[src/rtl/usb_evt_pkg.sv]
package usb_evt_pkg;

    localparam logic [1:0] LINE_J       = 2'b00;
    localparam logic [1:0] LINE_SE0     = 2'b10;
    localparam logic [1:0] NODE_SUSPEND = 2'b10;

    localparam int EV_IDLE_SHORT = 0;
    localparam int EV_IDLE_LONG  = 1;
    localparam int EV_BUS_RESET  = 2;
    localparam int EV_WAKE       = 3;
    localparam int EV_EOP        = 4;
    localparam int EV_WIDTH      = 8;

    // Cycles of a clock at khz kilohertz in a span of num/den milliseconds.
    function automatic int span_cycles(longint khz, longint num, longint den);
        longint c;
        c = (khz * num) / den;
        return (c < 1) ? 1 : int'(c);
    endfunction

endpackage

[src/rtl/usb_evt_run_timer.sv]
module usb_evt_run_timer #(
    parameter int LIMIT_A = 4,
    parameter int LIMIT_B = 8
) (
    input  logic clk,
    input  logic rst_n,
    input  logic active,
    output logic hit_a,
    output logic hit_b
);
    localparam int W = $clog2(LIMIT_B + 1);

    typedef struct packed {
        logic [W-1:0] cnt;
    } tmr_t;

    tmr_t cur_q, nxt_d;

    always_comb begin
        nxt_d = cur_q;
        hit_a = 1'b0;
        hit_b = 1'b0;
        if (!active) begin
            nxt_d.cnt = '0;
        end else if (cur_q.cnt != W'(LIMIT_B)) begin
            nxt_d.cnt = cur_q.cnt + 1'b1;
            hit_a     = (cur_q.cnt == W'(LIMIT_A - 1));
            hit_b     = (cur_q.cnt == W'(LIMIT_B - 1));
        end
    end

    always_ff @(posedge clk or negedge rst_n) begin
        if (!rst_n) cur_q <= '0;
        else        cur_q <= nxt_d;
    end
endmodule

[src/rtl/usb_evt_wake_detect.sv]
module usb_evt_wake_detect
    import usb_evt_pkg::*;
(
    input  logic       clk,
    input  logic       rst_n,
    input  logic [1:0] line_state,
    input  logic [1:0] node_state,
    output logic       wake_hit
);
    typedef struct packed {
        logic armed;
    } wk_t;

    wk_t cur_q, nxt_d;
    logic cond;

    always_comb begin
        cond      = (node_state == NODE_SUSPEND) && (line_state != LINE_J);
        nxt_d     = cur_q;
        nxt_d.armed = cond;
        wake_hit  = cond && !cur_q.armed;
    end

    always_ff @(posedge clk or negedge rst_n) begin
        if (!rst_n) cur_q <= '0;
        else        cur_q <= nxt_d;
    end
endmodule

[src/rtl/usb_evt_bank.sv]
module usb_evt_bank
    import usb_evt_pkg::*;
(
    input  logic                clk,
    input  logic                rst_n,
    input  logic [EV_WIDTH-1:0] set_vec,
    input  logic                evt_rd,
    input  logic                mask_we,
    input  logic [EV_WIDTH-1:0] mask_wdata,
    input  logic                main_rd,
    output logic [EV_WIDTH-1:0] evt_flags,
    output logic [EV_WIDTH-1:0] mask_flags,
    output logic                alt_flag
);
    typedef struct packed {
        logic [EV_WIDTH-1:0] evt;
        logic [EV_WIDTH-1:0] mask;
        logic                alt;
    } bank_t;

    bank_t cur_q, nxt_d;

    always_comb begin
        nxt_d      = cur_q;
        nxt_d.evt  = (cur_q.evt & ~{EV_WIDTH{evt_rd}}) | set_vec;
        nxt_d.alt  = (cur_q.alt & ~main_rd) | (|(set_vec & cur_q.mask));
        if (mask_we) nxt_d.mask = mask_wdata;
    end

    always_ff @(posedge clk or negedge rst_n) begin
        if (!rst_n) cur_q <= '0;
        else        cur_q <= nxt_d;
    end

    assign evt_flags  = cur_q.evt;
    assign mask_flags = cur_q.mask;
    assign alt_flag   = cur_q.alt;
endmodule

[src/rtl/usb_bus_event_unit.sv]
module usb_bus_event_unit
    import usb_evt_pkg::*;
#(
    parameter int CLK_KHZ      = 48000,
    parameter int IDLE_SUSP_US = 3000,
    parameter int IDLE_WAKE_US = 5000,
    parameter int SE0_RST_NS   = 2500
) (
    input  logic       clk,
    input  logic       rst_n,
    input  logic [1:0] line_state,
    input  logic [1:0] node_state,
    input  logic       eop_seen,
    input  logic       evt_rd,
    output logic [7:0] evt_flags,
    input  logic       mask_we,
    input  logic [7:0] mask_wdata,
    output logic [7:0] mask_flags,
    input  logic       main_rd,
    output logic       alt_flag
);
    localparam int SUSP_CYC = span_cycles(CLK_KHZ, IDLE_SUSP_US, 1000);
    localparam int WAKE_CYC = span_cycles(CLK_KHZ, IDLE_WAKE_US, 1000);
    localparam int RST_CYC  = span_cycles(CLK_KHZ, SE0_RST_NS, 1000000);

    logic idle_short, idle_long, se0_a, se0_b, wake_hit;
    logic [EV_WIDTH-1:0] set_vec;

    // One counter serves both idle thresholds.
    usb_evt_run_timer #(.LIMIT_A(SUSP_CYC), .LIMIT_B(WAKE_CYC)) u_idle (
        .clk(clk), .rst_n(rst_n), .active(line_state == LINE_J),
        .hit_a(idle_short), .hit_b(idle_long)
    );

    // Equal limits: both strobes fire together.
    usb_evt_run_timer #(.LIMIT_A(RST_CYC), .LIMIT_B(RST_CYC)) u_se0 (
        .clk(clk), .rst_n(rst_n), .active(line_state == LINE_SE0),
        .hit_a(se0_a), .hit_b(se0_b)
    );

    usb_evt_wake_detect u_wake (
        .clk(clk), .rst_n(rst_n), .line_state(line_state),
        .node_state(node_state), .wake_hit(wake_hit)
    );

    always_comb begin
        set_vec                = '0;
        set_vec[EV_IDLE_SHORT] = idle_short;
        set_vec[EV_IDLE_LONG]  = idle_long;
        set_vec[EV_BUS_RESET]  = se0_a | se0_b;
        set_vec[EV_WAKE]       = wake_hit;
        set_vec[EV_EOP]        = eop_seen;
    end

    usb_evt_bank u_bank (
        .clk(clk), .rst_n(rst_n), .set_vec(set_vec), .evt_rd(evt_rd),
        .mask_we(mask_we), .mask_wdata(mask_wdata), .main_rd(main_rd),
        .evt_flags(evt_flags), .mask_flags(mask_flags), .alt_flag(alt_flag)
    );
endmodule

[config.mk]
export PLATFORM = sky130hd
export DESIGN_NAME = usb_bus_event_unit
export DESIGN_NICKNAME = d
export VERILOG_FILES = /design/src/rtl/usb_evt_pkg.sv /design/src/rtl/usb_evt_run_timer.sv /design/src/rtl/usb_evt_wake_detect.sv /design/src/rtl/usb_evt_bank.sv /design/src/rtl/usb_bus_event_unit.sv
export SDC_FILE = /design/constraint.sdc
export NUM_CORES = 1
export LEC_CHECK = 0
export BUFFER_PORTS_ARGS = -buffer_cell sky130_fd_sc_hd__buf_2
export CORE_UTILIZATION = 59
export CTS_CLUSTER_SIZE = 20
export DETAILED_ROUTE_END_ITERATION = 16
export PLACE_DENSITY = 0.92
export SETUP_SLACK_MARGIN = 0.2
export SLEW_MARGIN = 40
export SYNTH_ARGS = -nofsm -noshare
export SYNTH_HDL_FRONTEND = slang
export SYNTH_SLANG_ARGS = --single-unit
[constraint.sdc]
create_clock -name clk -period 3.3 [get_ports clk]
set_clock_uncertainty 0.1 [all_clocks]
set_input_delay 0.33 -clock clk [delete_from_list [all_inputs] [get_ports clk]]
set_output_delay 0.33 -clock clk [all_outputs]
set_load 0.01 [all_outputs]
==> results.yml, run 1 <==
critical_path:
  reg2reg_slack_ps: 1440
  timing.critical_path.to_type: "flip-flop"
  crit_buf_inv: 0
  crit_path_cell_trace: "ha_1, nand2_1, or4_4, nor2_1, a211o_1"
  critical_path_peak_fanout: 6
  critical_path.startpoint_type: "flip-flop"
  critical_path.slowest_cell: "or4_4"
  path_delay_family: "simple AND/OR/NAND/NOR gates"
  worstSetupPathType: "reg2reg"
  worstRegToRegCells: 5
  crit_cells: 5
  timing.critical_path.required_ps: 3520
  worst_ep_arrival_time_ps: 2080
  timing.critical_path.slowest_cell_delay_ps: 580
placed_design:
  place_hpwl_um: 2970
  port_buffers: 34
  dp_slack_ps: 1490
  gp_congestion: 0.820
floorplanning:
  design.die.area_mm2: 0.00371
  coreArea_mm2: 0.00334
  die_h_um: 60.9
  top_level_ports: 35
  floorplan.initialDensity_pct: 61.4
  fp.dieW_um: 60.9
  rows: 21
drt:
  antenna_violating_nets_post_route: 0
  vias_per_cell: 5.69
  wirelength_routed_um: 4120
  wl_per_cell_um: 14.8
  detail_route.iter0.violations: 87
  drc: 0
  dr_total_vias: 1581
  drt_pass1_iterations: 4
outcome:
  outcome: "finished, final reports clean"
timing:
  tightest_slew_ps: 520
  setup_viol: 0
  rsz0062_at_grt: "false"
  fin_crit_ps: 1860
  finalCritPeriodShare_pct: 56.3
  timing.max_slew.rel_slack_pct: 65.3
  setup_tns_ps: 0
  postLayoutSetupSlackWorst_ps: 1440
  maxClockFrequency_mhz: 538
  hold_viol: 0
  slew_viol_final: 0
min_path:
  hold_path_stages: 2
  worstHoldPathType: "in2reg"
synth:
  post_synthesis_net_count: 215
  synthTopCellsByArea: "dfrtp_1, xnor2_1, mux2_2"
  proportion_of_synthesized_chip_area_in_sequential_cells_pct: 52.5
  yosys_register_bits: 43
  synth_edf_count: 0
  yosys_warnings: 0
  asyncSetResetFlopFracSynth_pct: 100
  postSynthAreaPerCell_um2: 10.6
  yosys_most_used_dff: "dfrtp_1"
  synth_top_area_share_pct: 52.5
  synthCells: 193
  synthesis.area_mm2: 0.00205
  synth_cell_type_count: 40
  synth_area_leader_cell: "dfrtp_1"
final_layout:
  final_nets: 253
  antenna_diode_count: 0
  layout-drive-gt1-share_pct: 25.9
  area_growth_syn_to_layout_pct: 15.1
clock_tree:
  clock_transition_at_the_register_clock_pins_on_the_worst_setup_and_hold_paths_after_cts_ps: 140
  cts.root.buffer_cell: "clkbuf_4"
  cts_buffers: 5
  tritoncts: "done"
  postCtsSetupBuffers: 0
  postCtsResizedCells: 0
  cts.sinks: 43
  clk-insertion-delay-late_ps: 370
  cts_buffer_depth: 2
  cts_htree_levels: 2
grt:
  antenna_found_initial: 0
  grt_pass1_vias: 1581
  grt_pass1_wl_um: 6880
  globalRoute.totalOverflow: 0
  grt_start_max_net_pins: 44
  globalRouteTotalUtil_pct: 26.0
job:
  maxCapViolCount: 0
power_and_ir_drop:
  power.static_leakage_nw: 1.04
  power_density_mw_per_mm2: 413
  vdd_ir_drop_max_v: 0.000401
## state kept, by name (all words and copies together) (netlist names)
name and count:
u_bank.mask_flags 8, u_bank.alt_flag 1, u_wake.cur_q 1, u_bank.evt_flags 8
u_se0.cur_q 7, u_idle.cur_q 18
## cell usage after synthesis, types with 2 or more instances
cell type,n
nor4b_1,2
nand2_1,10
nor3_1,8
o21ai_0,7
inv_1,11
nand4_1,5
dfrtp_1,43
nor2_1,18
nand4b_1,3
nand3_1,9
or2_2,2
mux2_2,7
a31o_2,2
clkbuf_1,4
nor4_1,3
mux2i_1,2
ha_1,4
a21oi_1,7
xnor2_1,10
xor2_1,5
a21o_1,5
nor2b_1,3
or3_1,6
## path summary, 6_finish.rpt
path | from | end
min in group asynchronous | rst_n | u_idle.cur_q[3]
min | node_state[0] | u_wake.cur_q
min reg2reg | u_bank.evt_flags[4] | u_bank.evt_flags[4]
max in group asynchronous | rst_n | u_bank.evt_flags[6]
max | u_idle.cur_q[0] | u_bank.alt_flag
max reg2reg | u_idle.cur_q[0] | u_bank.alt_flag
## cell families (layout without fill, tap and decap cells)
| kind of cell | count (synthesis) | after routing | share of synthesized area [%] |
|---|---|---|---|
| AOI/OAI and AO/OA | 25 | 25 | 7.88 |
| xor gates and xnor gates | 15 | 15 | 6.41 |
| adders and majority gates | 4 | 4 | 2.44 |
| buffers and inverters | 16 | 55 | 2.99 |
| DFF | 43 | 43 | 52.5 |
| muxes | 9 | 9 | 4.83 |
| and+or+nand+nor | 81 | 81 | 22.9 |
## layer usage
metal  global-route usage (%)  wire length [um]  part of all wire [%]  vias to the layer above
li1                         -                 -                     -                      756
met1                     32.6              1810                    44                      759
met2                     42.7              2040                    50                       56
met3                     7.68               204                   5.0                       10
met4                     10.1                65                   1.6                        0
met5                        0                 0                     0                        -
## final cells by class
cell class                      count  area [um^2]
Clock buffer                        5         37.5
Clock inverter                      3         43.8
Fill cell                         257          980
Inverter                           11         41.3
Multi-Input combinational cell    134          911
Sequential cell                    43         1080
Tap cell                           46         57.6
Timing Repair Buffer               36          190
## timing repair
action | CTS | global route
hold buffers | 1 | 0
setup endpoints to repair | 0 | 0
hold endpoints to repair | 43 | 0
## report_power, final
| part | internal [W] | leakage [nW] | switching, W |
|---|---|---|---|
| sequential | 0.000543 | 0.574 | 0.0000111 |
| clock | 0.000160 | 0.0452 | 0.000180 |
| combinational | 0.0000358 | 0.418 | 0.0000445 |
## through the flow
stage               utilization [%]  hold slack (ps)  cells  total power, W  instance area, um^2
floorplan                         -            -65.6    193        0.000602                 2050
global placement               67.8              357    269        0.000641                 2260
detailed placement             67.9              247    269        0.000645                 2270
CTS                            70.6             7.39    278        0.000984                 2360
global route                   70.6             1.52    278         0.00102                 2360
finish                         70.6             23.7    278        0.000974                 2360
## cell usage in the layout, fill, tap and decap left out, types with 2 or more instances in the layout
cell,netlist,routed
o21ai_0,7,7
dfrtp_1,43,43
nand3_1,9,9
nor2_1,18,18
nor4b_1,2,2
buf_2,1,33
mux2i_1,2,2
xnor2_1,10,10
ha_1,4,4
or2_2,2,2
clkbuf_4,0,5
nor4_1,3,3
inv_1,11,11
mux2_2,7,7
buf_4,0,2
xor2_1,5,5
a21oi_1,7,7
a31o_2,2,2
nor3_1,8,8
nand2_1,10,10
nand4_1,5,5
nor2b_1,3,3
a21o_1,5,5
or3_1,6,6
nand4b_1,3,3
Power figures use the tool's default switching activity.
==> run 2, diff against run 1 <==
--- a/config.mk
+++ b/config.mk
@@ -6,10 +6,10 @@
 export NUM_CORES = 1
 export LEC_CHECK = 0
 export BUFFER_PORTS_ARGS = -buffer_cell sky130_fd_sc_hd__buf_2
-export CORE_UTILIZATION = 59
+export CORE_UTILIZATION = 50
 export CTS_CLUSTER_SIZE = 20
 export DETAILED_ROUTE_END_ITERATION = 16
-export PLACE_DENSITY = 0.92
+export PLACE_DENSITY = 0.84
 export SETUP_SLACK_MARGIN = 0.2
 export SLEW_MARGIN = 40
 export SYNTH_ARGS = -nofsm -noshare
==> constraint.sdc (replaced) <==
create_clock -name clk -period 1.6 [get_ports clk]
set_clock_uncertainty 0.1 [all_clocks]
set_input_delay 0.16 -clock clk [delete_from_list [all_inputs] [get_ports clk]]
set_output_delay 0.16 -clock clk [all_outputs]
set_load 0.01 [all_outputs]
==> run 2 against run 1 <==
Effect of this change:
- combinational power rose to 3.4 times the previous value
- non-clock buffer count is 70 higher
- hold slack better by 23 ps
- count of clock-buffer cells in the layout unchanged
- largest cell class is now multi-input combinational cells
- final area increased by 41%
- utilization increased by 17 points
- the run now ends with setup timing left
- highest routed layer unchanged
- clock power grew 120%
- die area rose by 17%
- critical path type unchanged
==> results.yml, run 2 (synthesis gave the netlist of run 1 again) <==
critical_path:
  worstSetupPathType: "reg2reg"
  worstRegToRegCells: 8
  critical_path.startpoint_type: "flip-flop"
  worst_ep_arrival_time_ps: 1970
  critical_path_peak_fanout: 3
  timing.critical_path.required_ps: 1690
  timing.critical_path.to_type: "flip-flop"
clock_tree:
  cts_buffer_depth: 2
  clk-insertion-delay-late_ps: 320
  tritoncts: "done"
  cts.sinks: 43
  cts_buffers: 5
  cts_htree_levels: 2
  cts.root.buffer_cell: "clkbuf_8"
  clock_transition_at_the_register_clock_pins_on_the_worst_setup_and_hold_paths_after_cts_ps: 80
grt:
  globalRoute.totalOverflow: 0
  globalRouteTotalUtil_pct: 36.5
  grt_start_max_net_pins: 44
  grt_pass1_wl_um: 11300
  antenna_found_initial: 0
  grt_pass1_vias: 2251
timing:
  postLayoutSetupSlackWorst_ps: -277
  slew_viol_final: 0
  maxClockFrequency_mhz: 533
  rsz0062_at_grt: "true"
  tightest_slew_ps: 615
  setup_tns_ps: -2050
  fin_crit_ps: 1880
  timing.max_slew.rel_slack_pct: 58.4
  hold_viol: 0
  finalCritPeriodShare_pct: 117
  setup_viol: 16
drt:
  wire_length_on_met1_um: 2960
  wirelength_routed_um: 8360
  dr_total_vias: 2190
  dr_wl_met3_um: 701
  wl_met2_um: 4110
  top_layer_used: "met4"
  detail_route.iter0.violations: 384
  antenna_violating_nets_post_route: 0
  drc: 0
  vias_per_cell: 6.26
  drt_pass1_iterations: 5
  wl_per_cell_um: 23.9
final_layout:
  layout-drive-gt1-share_pct: 51.3
  final_common_cell: "dfrtp_1"
  fin_cells: 350
  regMostFlops: "u_idle.cur_q"
  multi_input_gate_area_in_the_final_layout_mm2: 0.00119
  final_nets: 323
  num-fill-cells: 132
  post-route-util_pct: 87.2
  largest_reg_flops: 18
  layout.cells.most_common_list: "dfrtp_1, buf_4, buf_2"
  antenna_diode_count: 0
  area_growth_syn_to_layout_pct: 61.8
  seq_area_mm2: 0.00108
  postLayoutCellArea_mm2: 0.00331
power_and_ir_drop:
  power.static_leakage_nw: 1.59
  vdd_ir_drop_max_v: 0.000703
  power_density_mw_per_mm2: 657
outcome:
  outcome: "complete, but fails checks"
  violations: "setup timing"
placed_design:
  gp_congestion: 0.865
  number_of_instances_in_the_placed_design: 303
  port_buffers: 34
  place_hpwl_um: 3430
  dp_slack_ps: -92.7
  placement.cell_area_mm2: 0.00255
floorplanning:
  coreArea_mm2: 0.00380
  fp.dieW_um: 66.0
  die_h_um: 66.0
  rows: 22
  design.die.area_mm2: 0.00436
  top_level_ports: 35
  floorplan.initialDensity_pct: 53.9
job:
  maxCapViolCount: 0
min_path:
  hold_path_stages: 2
  worstHoldPathType: "in2reg"
-- run 2: changes by cell type in the layout (fill, tap and decap cells not counted), moves of 4 or more --
cell,previous run,this run
clkbuf_8,0,5
buf_4,2,37
dlygate4sd3_1,1,12
nor4_4,0,4
nor3_1,8,2
clkbuf_4,5,0
nor3_4,0,5
a21oi_2,0,4
buf_6,0,19
a21oi_1,7,3
-- run 2: per-layer routing --
metal  vias up  global-route usage (%)
li1        898                       -
met1      1037                    40.0
met2       190                    66.6
met5         -                       0
met4         0                    15.7
met3        65                    8.45
-- run 2: cell type report --
class | instances | area share, %
well taps | 48 | 1.81
inverters | 11 | 1.40
clock inverters | 3 | 0.718
multi-input cells | 134 | 35.9
clock buffers | 5 | 2.08
flip-flops and latches | 43 | 32.6
repair buffers | 106 | 25.6
-- run 2: critical path, stage by stage (launching register included) --
cell,delay [ps]
dfrtp_1,430
inv_1,100
ha_1,160
nand4bb_1,140
buf_4,180
nor4_4,260
buf_4,180
a21o_1,140
a21oi_2,70
-- run 2: timing repair --
item                                    4_1_cts  5_1_grt
buffers inserted                             11       16
endpoints found under the setup margin       22       26
pin swaps                                    32       29
resized for setup                            46       30
hold buffers                                 12        0
hold endpoints to repair                     56        0
-- run 2: per-stage QoR --
stage | hold WS [ps] | power [W]
after detailed placement | 53.1 | 0.00135
final | 46.5 | 0.00218
after global placement | 52.3 | 0.00135
after CTS | 18.9 | 0.00209
after floorplan | -236 | 0.00124
after global routing | 35.2 | 0.00224
-- run 2: worst paths after layout --
kind / startpoint / end / slack (ps)
min: node_state[1] / u_wake.cur_q / 50
min in group asynchronous: rst_n / u_idle.cur_q[9] / 240
max in group asynchronous: rst_n / u_se0.cur_q[5] / 940
max: u_idle.cur_q[1] / u_idle.cur_q[0] / -280
min reg2reg: u_bank.evt_flags[7] / u_bank.evt_flags[7] / 430
max reg2reg: u_idle.cur_q[1] / u_idle.cur_q[0] / -280
-- run 2: power by group --
group / total (W) / internal (W) / switching [W] / leakage, nW
Clock: 0.000756 / 0.000313 / 0.000443 / 0.0408
Combinational: 0.000272 / 0.000129 / 0.000143 / 0.976
Sequential: 0.00115 / 0.00112 / 0.0000298 / 0.570
==> run 3, diff against run 2 <==
==> constraint.sdc (replaced) <==
create_clock -name clk -period 1.6 [get_ports clk]
set_clock_uncertainty 0.1 [all_clocks]
set_input_delay 0.16 -clock clk [delete_from_list [all_inputs] [get_ports clk]]
set_output_delay 0.16 -clock clk [all_outputs]
set_load 0.1 [all_outputs]
==> run 3 against run 2 <==
Effect of this change:
- the run still ends with setup timing left
- sequential share of layout area grew 0.77 points
- utilization shrank 1.6 points
- first-iteration DRC count grew 7.3%
- via count grew 4.2%
- count of clock-buffer cells in the layout is the same
- critical endpoint is now u_bank.alt_flag
==> results.yml, run 3 (synthesis gave the netlist of run 1 again) <==
power_and_ir_drop:
  p_int_w: 0.00171
  post-layout-total-power_w: 0.00251
  switching_power_w: 0.000802
  power_frac_clock_pct: 35.6
  combPwrFrac_pct: 18.5
  sw_frac_of_total_pct: 31.9
  power_density_mw_per_mm2: 773
  power.static_leakage_nw: 1.53
  vdd_ir_drop_max_v: 0.000768
  power.share.sequential_pct: 45.9
placed_design:
  placement.cell_area_mm2: 0.00253
  number_of_instances_in_the_placed_design: 299
  place_hpwl_um: 3510
  port_buffers: 34
  gp_congestion: 0.825
  dp_slack_ps: -96.8
min_path:
  hold_path_stages: 3
  worstHoldPathType: "in2reg"
critical_path:
  worstRegToRegCells: 4
  worst_ep_arrival_time_ps: 2010
  critical_path_peak_fanout: 3
  timing.critical_path.required_ps: 1750
  critical_path.startpoint_type: "flip-flop"
  timing.critical_path.to_type: "flip-flop"
  worstSetupPathType: "reg2reg"
grt:
  grt_start_max_net_pins: 36
  grt_pass1_vias: 2106
  antenna_found_initial: 0
  grt_pass1_wl_um: 11100
  globalRoute.totalOverflow: 0
  globalRouteTotalUtil_pct: 35.8
timing:
  maxClockFrequency_mhz: 538
  timing.max_slew.rel_slack_pct: 63.3
  finalCritPeriodShare_pct: 116
  slew_viol_final: 0
  fin_crit_ps: 1860
  rsz0062_at_grt: "true"
  tightest_slew_ps: 542
  postLayoutSetupSlackWorst_ps: -258
  setup_viol: 17
  hold_viol: 0
clock_tree:
  clock_transition_at_the_register_clock_pins_on_the_worst_setup_and_hold_paths_after_cts_ps: 100
  cts_buffers: 5
  cts.sinks: 43
  tritoncts: "done"
  cts_htree_levels: 2
  clk-insertion-delay-late_ps: 310
  cts.root.buffer_cell: "clkbuf_8"
  cts_buffer_depth: 2
final_layout:
  area_growth_syn_to_layout_pct: 58.8
  largest_reg_flops: 18
  final_common_cell: "dfrtp_1"
  postLayoutCellArea_mm2: 0.00325
  post-route-util_pct: 85.6
  layout.cells.most_common_list: "dfrtp_1, buf_4, buf_2"
  final_nets: 312
  antenna_diode_count: 0
  regMostFlops: "u_idle.cur_q"
  layout-drive-gt1-share_pct: 53.3
  fin_cells: 339
drt:
  wirelength_routed_um: 9010
  dr_total_vias: 2282
  wl_per_cell_um: 26.6
  detail_route.iter0.violations: 412
  antenna_violating_nets_post_route: 0
  drt_pass1_iterations: 6
  drc: 0
  vias_per_cell: 6.73
floorplanning:
  design.die.area_mm2: 0.00436
  top_level_ports: 35
  coreArea_mm2: 0.00380
  rows: 22
  die_h_um: 66.0
  floorplan.initialDensity_pct: 53.9
  fp.dieW_um: 66.0
outcome:
  violations: "setup timing"
  outcome: "complete, but fails checks"
job:
  maxCapViolCount: 0
## run 3: cell count changes in the layout (fill, tap and decap cells not counted), sizes merged
cell         change
clkbuf           +5
inv              -1
clkinv           +2
buf             -14
bufinv           +1
dlygate4sd3      -2
clkinvlp         -2
## run 3: layout make-up
type                    instances  area [um^2]
flip-flops and latches         43         1080
well taps                      48         60.1
multi-input cells             134         1210
clock inverters                 3         43.8
clock buffers                   5         68.8
repair buffers                 95          746
inverters                      11         43.8
fillers                       144          547
## run 3: worst max-delay path, cell delays in order (launching register included)
cell	delay (ps)
dfrtp_1	410
or3b_4	470
or4_4	510
nor3_2	170
a211o_1	140
## run 3: final timing paths
kind                                        end                start  slack (ps)
max                             u_bank.alt_flag     u_idle.cur_q[10]        -260
min                        u_bank.mask_flags[0]        mask_wdata[0]           5
max reg2reg                     u_bank.alt_flag     u_idle.cur_q[10]        -260
min reg2reg                 u_bank.evt_flags[7]  u_bank.evt_flags[7]         420
max in group asynchronous  u_bank.mask_flags[4]                rst_n         790
min in group asynchronous      u_idle.cur_q[13]                rst_n         140
## run 3: per-stage QoR
stage | hold slack, ps | setup TNS (ps)
2_1_floorplan | -236 | -43.6
3_3_place_gp | -71.6 | -28.6
3_5_place_dp | -68.9 | -277
4_1_cts | 2.80 | -507
5_1_grt | -4.41 | -3120
6_report | 4.69 | -2480
## run 3: repair_timing
action,4_1_cts,5_1_grt
setup endpoints to repair,23,31
resized for setup,43,35
hold endpoints to repair,54,0
pin swaps,27,31
setup buffers,13,9
hold buffers,10,0
## run 3: routing by layer
layer | vias up | global-route usage [%] | share of wire (%)
li1 | 875 | - | -
met1 | 1096 | 41.5 | 36
met2 | 231 | 62.0 | 46
met3 | 80 | 6.90 | 12
met4 | 0 | 19.1 | 6.7
met5 | - | 0 | 0
## run 3: power groups by stage
stage	logic (W)	registers, W	clock network (W)
2_1_floorplan	0.0000671	0.00137	0
3_3_place_gp	0.000381	0.00116	0
3_5_place_dp	0.000388	0.00116	0
4_1_cts	0.000417	0.00114	0.000868
5_1_grt	0.000476	0.00115	0.000920
6_report	0.000464	0.00115	0.000895
